===== src/rtl/wdog_pkg.sv =====
package wdog_pkg;
  localparam int DATA_W = 8;
  localparam int ADDR_W = 2;
  localparam int SEL_W = 3;
  localparam int NUM_TAPS = 1 << SEL_W;

  localparam logic [ADDR_W-1:0] ADDR_RELOAD = 2'd0;
  localparam logic [ADDR_W-1:0] ADDR_CTRL = 2'd1;
  localparam logic [ADDR_W-1:0] ADDR_KEY1 = 2'd2;
  localparam logic [ADDR_W-1:0] ADDR_KEY2 = 2'd3;

  localparam logic [DATA_W-1:0] KEY1_VAL = 8'hA5;
  localparam logic [DATA_W-1:0] KEY2_VAL = 8'h5A;

  localparam int SEL_LSB = 5;
  localparam int RUN_BIT = 2;
  localparam int FLAG_BIT = 1;

  typedef struct packed {
    logic autoload;
    logic run;
    logic [SEL_W-1:0] preSel;
  } wdStrobe_t;
endpackage


===== src/rtl/wdog_dp.sv =====
module wdog_dp
  import wdog_pkg::*;
#(
  parameter int PRE_W = 13,
  parameter int BASE_SHIFT = 5
) (
  input  logic clk,
  input  logic rstN,
  input  logic tickEn,
  input  wdStrobe_t strobe,
  input  logic [DATA_W-1:0] reloadVal,
  output logic underflow
);
  localparam int TOP_TAP = BASE_SHIFT + NUM_TAPS - 1;

  logic [PRE_W-1:0] prescaler;
  logic [DATA_W-1:0] count;
  logic [NUM_TAPS-1:0] tapHit;
  logic tick;

  initial begin
    if (TOP_TAP > PRE_W) $error("prescaler too narrow for tap range");
  end

  for (genvar s = 0; s < NUM_TAPS; s++) begin : gTap
    assign tapHit[s] = &prescaler[BASE_SHIFT+s-1:0];
  end

  always_comb begin
    tick = tickEn & strobe.run & tapHit[strobe.preSel];
    underflow = tick & (count == '0) & ~strobe.autoload;
  end

  always_ff @(posedge clk or negedge rstN) begin
    if (!rstN) begin
      prescaler <= '0;
      count <= '0;
    end else if (strobe.autoload || underflow) begin
      prescaler <= '0;
      count <= reloadVal;
    end else if (tickEn && strobe.run) begin
      prescaler <= prescaler + 1'b1;
      if (tick) count <= count - 1'b1;
    end
  end
endmodule


===== src/rtl/wdog_ctrl.sv =====
module wdog_ctrl
  import wdog_pkg::*;
(
  input  logic clk,
  input  logic rstN,
  input  logic busSel,
  input  logic busWe,
  input  logic [ADDR_W-1:0] busAddr,
  input  logic [DATA_W-1:0] busWdata,
  output logic [DATA_W-1:0] busRdata,
  input  logic underflow,
  output wdStrobe_t strobe,
  output logic [DATA_W-1:0] reloadVal,
  output logic resetReq
);
  logic [SEL_W-1:0] activeSel, shadowSel;
  logic activeRun, shadowRun;
  logic toFlag;
  logic armed;
  logic wrAny, wrReload, wrCtrl, armNow, goodKey2, feedOk, feedBad;

  always_comb begin
    wrAny = busSel & busWe;
    wrReload = wrAny & (busAddr == ADDR_RELOAD);
    wrCtrl = wrAny & (busAddr == ADDR_CTRL);
    armNow = ~armed & wrAny & (busAddr == ADDR_KEY1) & (busWdata == KEY1_VAL);
    goodKey2 = wrAny & (busAddr == ADDR_KEY2) & (busWdata == KEY2_VAL);
    feedOk = armed & goodKey2;
    feedBad = armed & busSel & ~goodKey2;
    strobe.autoload = feedOk;
    strobe.run = activeRun;
    strobe.preSel = activeSel;
  end

  always_ff @(posedge clk or negedge rstN) begin
    if (!rstN) begin
      reloadVal <= '0;
      activeSel <= '1;
      shadowSel <= '1;
      activeRun <= 1'b1;
      shadowRun <= 1'b1;
      toFlag <= 1'b0;
      armed <= 1'b0;
      resetReq <= 1'b0;
    end else begin
      resetReq <= underflow | feedBad;
      if (wrReload) reloadVal <= busWdata;
      if (wrCtrl) begin
        shadowSel <= busWdata[SEL_LSB +: SEL_W];
        shadowRun <= busWdata[RUN_BIT];
      end
      if (feedOk) begin
        activeSel <= shadowSel;
        activeRun <= shadowRun;
      end
      if (underflow) toFlag <= 1'b1;
      else if (wrCtrl && !busWdata[FLAG_BIT]) toFlag <= 1'b0;
      if (armed && busSel) armed <= 1'b0;
      else if (armNow) armed <= 1'b1;
    end
  end

  always_comb begin
    busRdata = '0;
    unique case (busAddr)
      ADDR_RELOAD: busRdata = reloadVal;
      ADDR_CTRL: begin
        busRdata[SEL_LSB +: SEL_W] = activeSel;
        busRdata[RUN_BIT] = activeRun;
        busRdata[FLAG_BIT] = toFlag;
      end
      default: busRdata = '0;
    endcase
  end
endmodule


===== src/rtl/wdog_top.sv =====
module wdog_top
  import wdog_pkg::*;
#(
  parameter int PRE_W = 13,
  parameter int BASE_SHIFT = 5
) (
  input  logic clk,
  input  logic rstN,
  input  logic tickEn,
  input  logic busSel,
  input  logic busWe,
  input  logic [1:0] busAddr,
  input  logic [7:0] busWdata,
  output logic [7:0] busRdata,
  output logic resetReq
);
  wdStrobe_t strobe;
  logic [DATA_W-1:0] reloadVal;
  logic underflow;

  wdog_ctrl uCtrl (
    .clk(clk), .rstN(rstN), .busSel(busSel), .busWe(busWe),
    .busAddr(busAddr), .busWdata(busWdata), .busRdata(busRdata),
    .underflow(underflow), .strobe(strobe), .reloadVal(reloadVal),
    .resetReq(resetReq)
  );

  wdog_dp #(.PRE_W(PRE_W), .BASE_SHIFT(BASE_SHIFT)) uDp (
    .clk(clk), .rstN(rstN), .tickEn(tickEn), .strobe(strobe),
    .reloadVal(reloadVal), .underflow(underflow)
  );
endmodule


===== config.mk =====
export PLATFORM = sky130hd
export DESIGN_NAME = wdog_top
export DESIGN_NICKNAME = d
export VERILOG_FILES = /design/src/rtl/wdog_pkg.sv /design/src/rtl/wdog_dp.sv /design/src/rtl/wdog_ctrl.sv /design/src/rtl/wdog_top.sv
export SDC_FILE = /design/constraint.sdc
export NUM_CORES = 1
export LEC_CHECK = 0
export ABC_AREA = 0
export BUFFER_PORTS_ARGS = -buffer_cell sky130_fd_sc_hd__buf_2
export CAP_MARGIN = 20
export CORE_ASPECT_RATIO = 0.6
export CORE_MARGIN = 10
export CORE_UTILIZATION = 52
export CTS_CLUSTER_DIAMETER = 40
export DETAILED_ROUTE_END_ITERATION = 16
export PLACE_DENSITY = 0.84
export RECOVER_POWER = 25
export SYNTH_ARGS = -nofsm -noshare
export SYNTH_HDL_FRONTEND = slang
export SYNTH_SLANG_ARGS = --single-unit

===== constraint.sdc =====
create_clock -name clk -period 2.54 [get_ports clk]
set_clock_uncertainty 0.2 [all_clocks]
set_input_delay 0.381 -clock clk [delete_from_list [all_inputs] [get_ports clk]]
set_output_delay 0.381 -clock clk [all_outputs]
set_load 0.01 [all_outputs]

# [After elaboration in Yosys (flattened, before gate mapping)]
# Cells that the tools add are included.
[classes] reduce_logical=20 n_eq_ne=5 n_lt_le_gt_ge=1 n_bitwise=19 muxes=15 n_addsub=2
[op_table] op="$mux W13" n=2
[op_table] op="$mux W8" n=3
[op_table] op="$and A1 B1 Y1" n=15
[op_table] op="$add A13 B1 Y13 const B" n=1
[op_table] op="$reduce_and A12 Y1" n=1
[op_table] op="$reduce_and A11 Y1" n=1
[op_table] op="$reduce_and A10 Y1" n=1
[op_table] op="$reduce_and A9 Y1" n=1
[op_table] op="$eq A8 B7 Y1 const B" n=1
[op_table] op="$eq A8 B8 Y1 const B" n=1
[op_table] op="$logic_not A8 Y1" n=1
[op_table] op="$reduce_and A8 Y1" n=1
[op_table] op="$reduce_bool A2 Y1" n=4
[op_table] op="$sub A8 B1 Y8 const B" n=1
[op_table] op="$reduce_and A7 Y1" n=1
[op_table] op="$mux W1" n=6
[op_table] op="$pmux W3 S2" n=1
[op_table] op="$reduce_and A6 Y1" n=1
[op_table] op="$reduce_and A5 Y1" n=1
[op_table] op="$eq A2 B2 Y1 const B" n=2
[op_table] op="$lt A3 B4 Y1 const B" n=1
[op_table] op="$pmux W2 S2" n=1
[op_table] op="$bmux W1 S3" n=1
[op_table] op="$logic_and A1 B1 Y1" n=3
[op_table] op="8 further kinds" n=10
[totals] wordCells=72 output_inout_bits=9 inputBits=15 reg_bits=40

# [Logic depth before layout (Yosys ltp)]
# Gate-level depths: netlist (run 1).
[logic_depth] word_depth=9 mapped_depth=11 ltp_nobuf=10

# [By module]
# From an unflattened synthesis (run 1), not the netlist that was laid out.
[unflattened] cells_unflattened=214 area_unflattened_um2=2242.2
[by_module_without_submodules] module="wdog_dp" n_inst=1 cells_each=143 seq_area_each_um2=500.5 area_per_inst_um2=1296.2
[by_module_without_submodules] module="wdog_ctrl" n_inst=1 cells_each=71 seq_area_each_um2=485.5 area_per_inst_um2=945.9

# [Worst setup path after synthesis (run 1)]
# OpenSTA, ideal clock, no wires.
[synth_path] kind="register to register" from="reg uDp.prescaler[0]" to="reg uDp.count[5]" period_less_slack_ps=2643 setup_time_ps=121 path_stages_with_launch=10 arrival_time_ps=2321 path_buffers=1 required_ps=2219 slack_ps=-103 cell_sequence="dfrtp_1 -> ha_1 -> and3_2 -> ha_1 -> nor4_1 -> nor4_2 -> a31oi_1 -> buf_6 -> mux2_4 -> o22a_1"
[synth_between] elab_chain_cells=9 elab_cells_between_ends=18 classes_between="3 x mux; 3 x bitwise; 12 x reduce/logical"
[synth_rtl] item="start: declaration" line="wdog_dp.sv:16" source="logic [PRE_W-1:0] prescaler;"
[synth_rtl] item="start signal: assignment" line="wdog_dp.sv:42" source="prescaler <= prescaler + 1'b1;"
[synth_rtl] item="$reduce_and A12 Y1 (tied with other cells)" line="wdog_dp.sv:26" source="assign tapHit[s] = &prescaler[BASE_SHIFT+s-1:0];"
[synth_rtl] item="$bmux W1 S3 *" line="wdog_dp.sv:30" source="tick = tickEn & strobe.run & tapHit[strobe.preSel];"
[synth_rtl] item="$mux W1 (implied by the code) *" line="wdog_dp.sv:30"
[synth_rtl] item="$and A1 B1 Y1 *" line="wdog_dp.sv:30"
[synth_rtl] item="$and A1 B1 Y1 (2 in a row)" line="wdog_dp.sv:31" source="underflow = tick & (count == '0) & ~strobe.autoload;"
[synth_rtl] item="$logic_or A1 B1 Y1" line="wdog_dp.sv:38" source="end else if (strobe.autoload || underflow) begin"
[synth_rtl] item="$reduce_bool A2 Y1 (no line)"
[synth_rtl] item="$reduce_and A2 Y1 (no line)"
[synth_rtl] item="end signal: assignment" line="wdog_dp.sv:40" source="count <= reloadVal;"
[synth_rtl] item="end signal: assignment" line="wdog_dp.sv:43" source="if (tick) count <= count - 1'b1;"
[synth_rtl] item="end: declaration" line="wdog_dp.sv:17" source="logic [DATA_W-1:0] count;"
# Every way passes the cells marked *; elsewhere a longest branch is shown, timed or not. The select of a mux whose other input is x is not followed.
# A chain may end at the register's enable or synchronous reset.

# [Worst setup path after layout (run 1)]
[layout_path] from="reg uDp.prescaler[0]" to="reg uDp.count[0]"
# The elaborated chain is that of the path after synthesis.

==> metrics.md, run 1 <==
| Metric | Value |
|---|---|
| Post-synthesis register bit count | 39 |
| Ant. Diodes | 0 |
| Fmax | 0.395 GHz |
| Drt first pass iters | 6 |
| Final HPWL DP | 4.10 mm |
| Worst Setup Start Kind | register |
| Die area | 0.00737 sq mm |
| Post-Route WL | 5.62 mm |
| Filler cells | between 300 and 400 |
| Pre-CTS WS | -0.0538 ns |
| Peak supply drop | ~350 uV |
| # clock sinks | 39 |
| Vias in the first global route | 1,779 |
| Layout Cells excl Fill | 322 |
| Syn_nets | 243 |
| Required @ worst endpoint | 2.57 ns |
| Worst skew pair latency | approximately 0.30 ns |
| Placed Area | ~0.0025 sq mm |
| Worst setup EP type | register |
| Max H-tree Level | 2 |
| Clock transition at path regs | 0.08 ns |
| Minimum clock period | 2.53 ns |
| Synth Instances | 223 |
| Core ar. | 0.00412 sq mm |
| Least-Margin Pin Slew | 2.06 ns |
| # rows | 18 |
| Async set or reset register ratio after synthesis | 100% |
| Critical path class | reg2reg |
| Max-cap violations | 1 |
| IO buf count | 23 |
| Pins over their slew limit | 40 |
| Failing checks | capacitance limit, slew limit |
| Final core occ | 64.2% |
| Fin crit share | 99.7% |
| Tot GR Track Use | between 15 and 20% |
| RePlAce Congestion | 0.863 |
| PD cells | 485 mW/mm^2 |
| Hold slack final | 0.112 ns |
| Ys flop type | dfrtp_1 |
| Layout cells sized above 1 | 35.1% |
| Synth area leaders | dfrtp_1 35%, dfstp_2 9.5%, mux2_2 6.6%, nand2_1 5.9%, nor2_1 4.1% |
| # setup viols final | 0 |
| Status | finished with violations |
| Area leader, netlist | dfrtp_1 |
| Final worst slack | about 0.0076 ns |
| Worst Path Arrival | about 2.6 ns |
| Post-synth EDFFs | 0 |
| Synth Warn # | 0 |
| Placed insts | 310 |
| Worst slew margin | -37.6% |
| CTS Buf Count | 5 |
| DR DRC count | 0 |
| Leakage | 1.22 nW |
| Gr ovfl total | 0 |
| Total Power | 1.28 mW |
| Area Overhead vs Synth | 19.2% |
| Share of the synthesized area in the top cell type | 34.9% |
| FF+latch area | 986 sq um |
| Clock root buffer | clkbuf_8 |
| DIE HEIGHT | 70.6 um |
| TNS Setup | 0 ns |
| Die width | 104 um |
| Cell area after layout | 0.00265 sq mm |
| WL per Instance | 17.5 um |
| Area of the multi-input gates | 0.00123 sq mm |
| Vias | 1,811 |
| Syn Std Cell Area | 0.00222 sq mm |
| Num ports | 24 |
| RSZ-0062 raised after global routing | yes |
| DRT iter0 DRCs | about 130 |
| Final ANT Viol Nets | 0 |
| Mean post-synth cell area | 9.96 sq um |
| CTS tree | yes |
| Nets@finish | 281 |
| Initial antenna violation count | 0 |
| Initial Util | a little over half |
| First-pass GRT wire length | 9.14 mm |
| Crit Path Max Fanout | 16 |
| Post-synthesis sequential area ratio | approximately 44% |
| CTS Buffer Depth | 2 |
| Synth unique cells | 50 |
| Vias per cell | 5.62 |
| Tightest Hold Check Type | in2reg |
| Final hold violations | 0 |
| Largest net degree at the start of global routing | 40 |
-- layout make-up --
cell class,count,share of cell area [%]
Timing Repair Buffer,40,9.26
Sequential cell,39,37.2
Multi-Input combinational cell,169,46.4
Clock inverter,1,0.189
Tap cell,60,2.84
Clock buffer,7,3.26
Inverter,6,0.851
-- cell usage in the layout, fill, tap and decap left out, drive strengths merged, types with 2 or more instances in the layout --
| cell type | netlist | layout |
|---|---|---|
| inv | 6 | 6 |
| mux2i | 7 | 7 |
| ha | 5 | 5 |
| nand2b | 4 | 4 |
| nand4b | 2 | 2 |
| or3 | 3 | 3 |
| mux2 | 16 | 16 |
| and2 | 5 | 5 |
| buf | 6 | 39 |
| nand2 | 35 | 35 |
| nand3 | 11 | 11 |
| xnor2 | 2 | 2 |
| and3 | 3 | 3 |
| nor4 | 4 | 4 |
| nor3 | 4 | 4 |
| nand4 | 3 | 3 |
| xor2 | 6 | 6 |
| dfrtp | 31 | 31 |
| o21ai | 3 | 3 |
| o22a | 5 | 5 |
| a211oi | 2 | 2 |
| clkbuf | 3 | 8 |
| dfstp | 8 | 8 |
| nor2 | 24 | 24 |
| a21oi | 12 | 12 |
-- critical path, cell delays in order, from the launching register on --
cell and delay (ns):
dfrtp_1 0.38, ha_2 0.20, and3_4 0.24, buf_4 0.14, nand3_4 0.07, o311ai_4 0.32, buf_4 0.17, a21oi_1 0.05
buf_4 0.22, or3_1 0.38, nand3_1 0.09
-- flip-flops by register name, summed over array words and instances (netlist names) --
signal           cells
uCtrl.activeRun      1
uCtrl.activeSel      3
uCtrl.armed          1
uCtrl.reloadVal      8
uCtrl.resetReq       1
uCtrl.shadowRun      1
uCtrl.shadowSel      3
uCtrl.toFlag         1
uDp.count            8
uDp.prescaler       12
-- synth_stat cells, types with 2 or more instances --
cell,number
a21oi_1,12
and2_1,5
buf_2,3
buf_4,2
clkbuf_1,3
dfrtp_1,31
dfstp_2,8
ha_1,5
inv_1,6
mux2_2,13
mux2_4,3
mux2i_1,7
nand2_1,35
nand2b_1,3
nand3_1,9
nand4_1,3
nand4b_1,2
nor2_1,24
nor3_1,3
nor4_1,2
nor4_2,2
o21ai_0,2
o22a_1,5
or3_1,3
xnor2_1,2
xor2_1,6
-- where the power goes --
| part | internal [mW] | switching [mW] |
|---|---|---|
| Clock | 0.219 | 0.229 |
| Sequential | 0.673 | 0.0417 |
| Combinational | 0.0608 | 0.0591 |
| Total | 0.953 | 0.330 |
-- cells by family after synthesis --
logic type / after synthesis / synth area share, %
AOI/OAI and AO/OA: 31 / 10.6
xor gates and xnor gates: 8 / 3.16
adders and majority gates: 5 / 2.82
buffers and inverters: 15 / 3.38
DFF: 39 / 44.4
muxes: 23 / 11.8
and+or+nand+nor: 102 / 23.9
-- repair_timing --
item	in CTS	in global routing
buffers inserted	1	3
cloned	1	0
pin swaps	2	3
endpoints found under the setup margin	4	6
hold buffers	0	0
gates resized for setup	0	10
-- worst paths after layout --
path	startpoint	end	slack (ns)	depth (start not counted)
max	uDp.prescaler[0]$_DFFE_PN0P_	uDp.count[0]$_DFFE_PN0P_	0.008	10
min	busSel	uCtrl.armed$_DFFE_PN0P_	0.11	2
max reg2reg	uDp.prescaler[0]$_DFFE_PN0P_	uDp.count[0]$_DFFE_PN0P_	0.008	10
min reg2reg	uCtrl.shadowSel[0]$_DFFE_PN1P_	uCtrl.activeSel[0]$_DFFE_PN1P_	0.26	2
max in group asynchronous	rstN	uDp.count[6]$_DFFE_PN0P_	0.49	1
min in group asynchronous	rstN	uDp.prescaler[9]$_DFFE_PN0P_	0.47	1
-- routing by layer --
metal | vias up | track usage (%) | share of wire (%)
li1 | 856 | - | -
met1 | 891 | 21.6 | 49
met2 | 61 | 22.1 | 45
met3 | 3 | 3.89 | 5.8
met4 | 0 | 3.23 | 0.44
met5 | - | 0 | 0
Note: power is estimated with default switching activity, not from simulation.
==> inputs of run 2 (changes only) <==
--- a/config.mk
+++ b/config.mk
@@ -5,15 +5,15 @@
 export SDC_FILE = /design/constraint.sdc
 export NUM_CORES = 1
 export LEC_CHECK = 0
-export ABC_AREA = 0
+export ABC_AREA = 1
 export BUFFER_PORTS_ARGS = -buffer_cell sky130_fd_sc_hd__buf_2
 export CAP_MARGIN = 20
 export CORE_ASPECT_RATIO = 0.6
 export CORE_MARGIN = 10
-export CORE_UTILIZATION = 52
+export CORE_UTILIZATION = 53
 export CTS_CLUSTER_DIAMETER = 40
 export DETAILED_ROUTE_END_ITERATION = 16
-export PLACE_DENSITY = 0.84
+export PLACE_DENSITY = 0.85
 export RECOVER_POWER = 25
 export SYNTH_ARGS = -nofsm -noshare
 export SYNTH_HDL_FRONTEND = slang
==> metrics.md, run 2 <==
| Metric | Value |
|---|---|
| Synth Instances | 293 (+31%) |
| RePlAce Congestion | 0.898 (+4.1%) |
| CTS tree | yes |
| Top reg by flops | uDp.prescaler |
| PD cells | 477 mW/mm^2 (-1.6%) |
| Post-synthesis sequential area ratio | 43.9% (-0.54 points) |
| Max FFs per register | 12 (unchanged) |
| Synth unique cells | 27 (-46%) |
| Hold slack final | 0.144 ns (+0.0315 ns) |
| Ys flop type | dfrtp_1 |
| Synth area leaders | dfrtp_1 35%, nand2_1 14%, dfstp_2 9.3%, inv_1 6.5%, nand3_1 5.8% |
| Tightest Hold Check Type | in2reg |
| FF+latch area | 986 sq um (unchanged) |
| TNS Setup | 0 ns (unchanged) |
| Post-synthesis register bit count | 39 (unchanged) |
| Placed Area | 0.00242 sq mm (-2.3%) |
| DIE HEIGHT | 70.5 um (-0.24%) |
| Synth Warn # | 0 (unchanged) |
| Num ports | 24 (unchanged) |
| Drt first pass iters | 4 (-2) |
| Vias | 2,086 (+15%) |
| First-pass GRT wire length | 9.65 mm (+5.6%) |
| Hold Buf Count CTS | 0 (unchanged) |
| Syn Std Cell Area | 0.00225 sq mm (+1.2%) |
| Final ANT Viol Nets | 0 (unchanged) |
| Core ar. | 0.00410 sq mm (-0.55%) |
| Max-cap violations | 1 (unchanged) |
| Fin crit share | 91.6% (-8.1 points) |
| Worst Setup Start Kind | register |
| Initial antenna violation count | 0 (unchanged) |
| # setup viols final | 0 (unchanged) |
| Area Overhead vs Synth | 14.7% |
| Leakage | 1.34 nW (+10%) |
| Peak supply drop | 417 uV (+19%) |
| Final HPWL DP | 4.26 mm (+3.9%) |
| Layout cells sized above 1 | 17.7% (-17 points) |
| Clock root buffer | clkbuf_8 |
| WL per Instance | 14.9 um (-15%) |
| Most frequent cell after synthesis | nand2_1 |
| Required @ worst endpoint | 2.54 ns (-0.03 ns) |
| # rows | 18 (unchanged) |
| Fmax | 0.430 GHz (+8.8%) |
| Failing checks | capacitance limit, slew limit |
| Post-Route WL | 5.75 mm (+2.2%) |
| Biggest registers after layout | uDp.prescaler: 12 flops, uCtrl.reloadVal: 8 flops, uDp.count: 8 flops |
| Largest net degree at the start of global routing | 40 (unchanged) |
| Worst setup EP type | register |
| Filler cells | 344 (+9.6%) |
| Die width | 104 um (-0.27%) |
| Vias in the first global route | 1,933 (+8.7%) |
| Area of the multi-input gates | 0.00111 sq mm (-9.2%) |
| Initial Util | 54.9% (+0.97 points) |
| Final hold violations | 0 (unchanged) |
| Mean post-synth cell area | 7.67 sq um (-23%) |
| Commonest non-fill, non-tap cell in the layout | nand2_1 |
| Ant. Diodes | 0 (unchanged) |
| Syn_nets | 313 (+29%) |
| Critical path class | reg2reg |
| CTS Buffer Depth | 2 (unchanged) |
| Worst skew pair latency | 0.30 ns (about the same) |
| Worst slew margin | -39.3% (-1.8 points) |
| Most common library cells after synthesis | 84 x nand2_1, 39 x inv_1, 31 x dfrtp_1, 26 x nand3_1, 25 x nor2_1 |
| Commonest cells after routing, fill and taps aside | 84 x nand2_1, 38 x inv_1, 31 x dfrtp_1, 26 x nand3_1, 24 x nor2_1 |
| Tot GR Track Use | 16.1% (+1.0 points) |
| Async set or reset register ratio after synthesis | 100% (unchanged) |
| Status | finished with violations |
| Pins over their slew limit | 40 (unchanged) |
| Vias per cell | 5.39 (-4.2%) |
| # clock sinks | 39 (unchanged) |
| Clock transition at path regs | 0.08 ns (about the same) |
| DR DRC count | 0 (unchanged) |
| Max H-tree Level | 2 (unchanged) |
| Minimum clock period | 2.33 ns (-0.205 ns) |
| Nets@finish | 346 (+23%) |
| Area leader, netlist | dfrtp_1 |
| DRT iter0 DRCs | 217 (+62%) |
| IO buf count | 23 (unchanged) |
| Die area | 0.00733 sq mm (-0.51%) |
| Worst Path Arrival | 2.32 ns (-0.24 ns) |
| Post-synth EDFFs | 0 (unchanged) |
| Cell area after layout | 0.00258 sq mm (-2.6%) |
| CTS Buf Count | 5 (unchanged) |
| Least-Margin Pin Slew | 2.09 ns (+0.0267 ns) |
| Share of the synthesized area in the top cell type | 34.5% (-0.43 points) |
| Gr ovfl total | 0 (unchanged) |
| Crit Path Max Fanout | 9 (-7) |
## run 2: cell count changes in the layout (fill, tap and decap cells not counted), sizes merged, moves of 4 or more
| cell | change |
|---|---|
| a21oi | -7 |
| and2 | -5 |
| buf | -12 |
| inv | +33 |
| mux2 | -16 |
| mux2i | -7 |
| nand2 | +54 |
| nand2b | -4 |
| nand3 | +18 |
| nand4 | +5 |
| o21ai | +18 |
| o22a | -5 |
## run 2: logic make-up (layout without fill, tap and decap cells)
group / after synthesis / after routing / share of synthesized area, %
adder cells (fa/ha/maj): 5 / 5 / 2.78
AND/OR/NAND/NOR: 164 / 164 / 34.1
flip-flops: 39 / 39 / 43.9
AO/OA/AOI/OAI: 31 / 31 / 7.23
XOR/XNOR: 12 / 12 / 4.67
buffers and inverters: 42 / 76 / 7.35
## run 2: layout make-up
class	instances	share of cell area (%)
clock buffers	6	2.81
clock inverters	2	0.485
inverters	40	5.97
multi-input cells	212	43.2
flip-flops and latches	39	38.2
well taps	60	2.91
repair buffers	28	6.36
## run 2: power by group
part | internal, mW | switching, mW
Combinational | 0.0366 | 0.0841
Sequential | 0.665 | 0.0179
Clock | 0.192 | 0.234
Total | 0.894 | 0.336
## run 2: path summary, 6_finish.rpt
kind / cells after the start / endpoint / slack, ns / start
worst max-delay path: 11 / uDp.count[6]$_DFFE_PN0P_ / 0.21 / uDp.prescaler[1]$_DFFE_PN0P_
worst min-delay path: 3 / uCtrl.shadowSel[1]$_DFFE_PN1P_ / 0.14 / busWdata[6]
worst max register to register: 11 / uDp.count[6]$_DFFE_PN0P_ / 0.21 / uDp.prescaler[1]$_DFFE_PN0P_
worst min register to register: 2 / uCtrl.activeRun$_DFFE_PN1P_ / 0.27 / uCtrl.shadowRun$_DFFE_PN1P_
max in group asynchronous: 1 / uDp.prescaler[10]$_DFFE_PN0P_ / 0.47 / rstN
min in group asynchronous: 1 / uDp.prescaler[2]$_DFFE_PN0P_ / 0.47 / rstN
## run 2: critical path: stages (launching register included)
cell	delay (ns)
dfrtp_1	0.38
ha_1	0.19
nand3_1	0.17
nor3_4	0.22
ha_1	0.20
a21oi_1	0.09
nand3_2	0.13
nand3_1	0.13
nand2_4	0.16
clkinvlp_4	0.19
nand2_1	0.11
nand2_1	0.05
## run 2: what timing repair did
item / in CTS / in global routing
endpoints found under the setup margin: 0 / 11
resized for setup: 0 / 5
endpoints found under the hold margin: 0 / 0
buffers inserted: 0 / 5
## run 2: per-layer routing
| layer | wire [um] | share of wire, % | track usage [%] |
|---|---|---|---|
| met1 | 2880 | 50 | 23.8 |
| met2 | 2300 | 40 | 21.2 |
| met3 | 470 | 8.2 | 4.30 |
| met4 | 93 | 1.6 | 5.84 |
| met5 | 0 | 0 | 0 |
## run 2: through the flow
step	instances	power [mW]	util [%]	worst slack [ns]
final	387	1.23	62.9	0.213
after global routing	387	1.28	62.9	-0.00241
after CTS	382	1.23	61.2	0.190
after detailed placement	374	0.814	59.1	0.207
after global placement	374	0.810	59.1	0.316
after floorplan	293	0.750	-	0.546
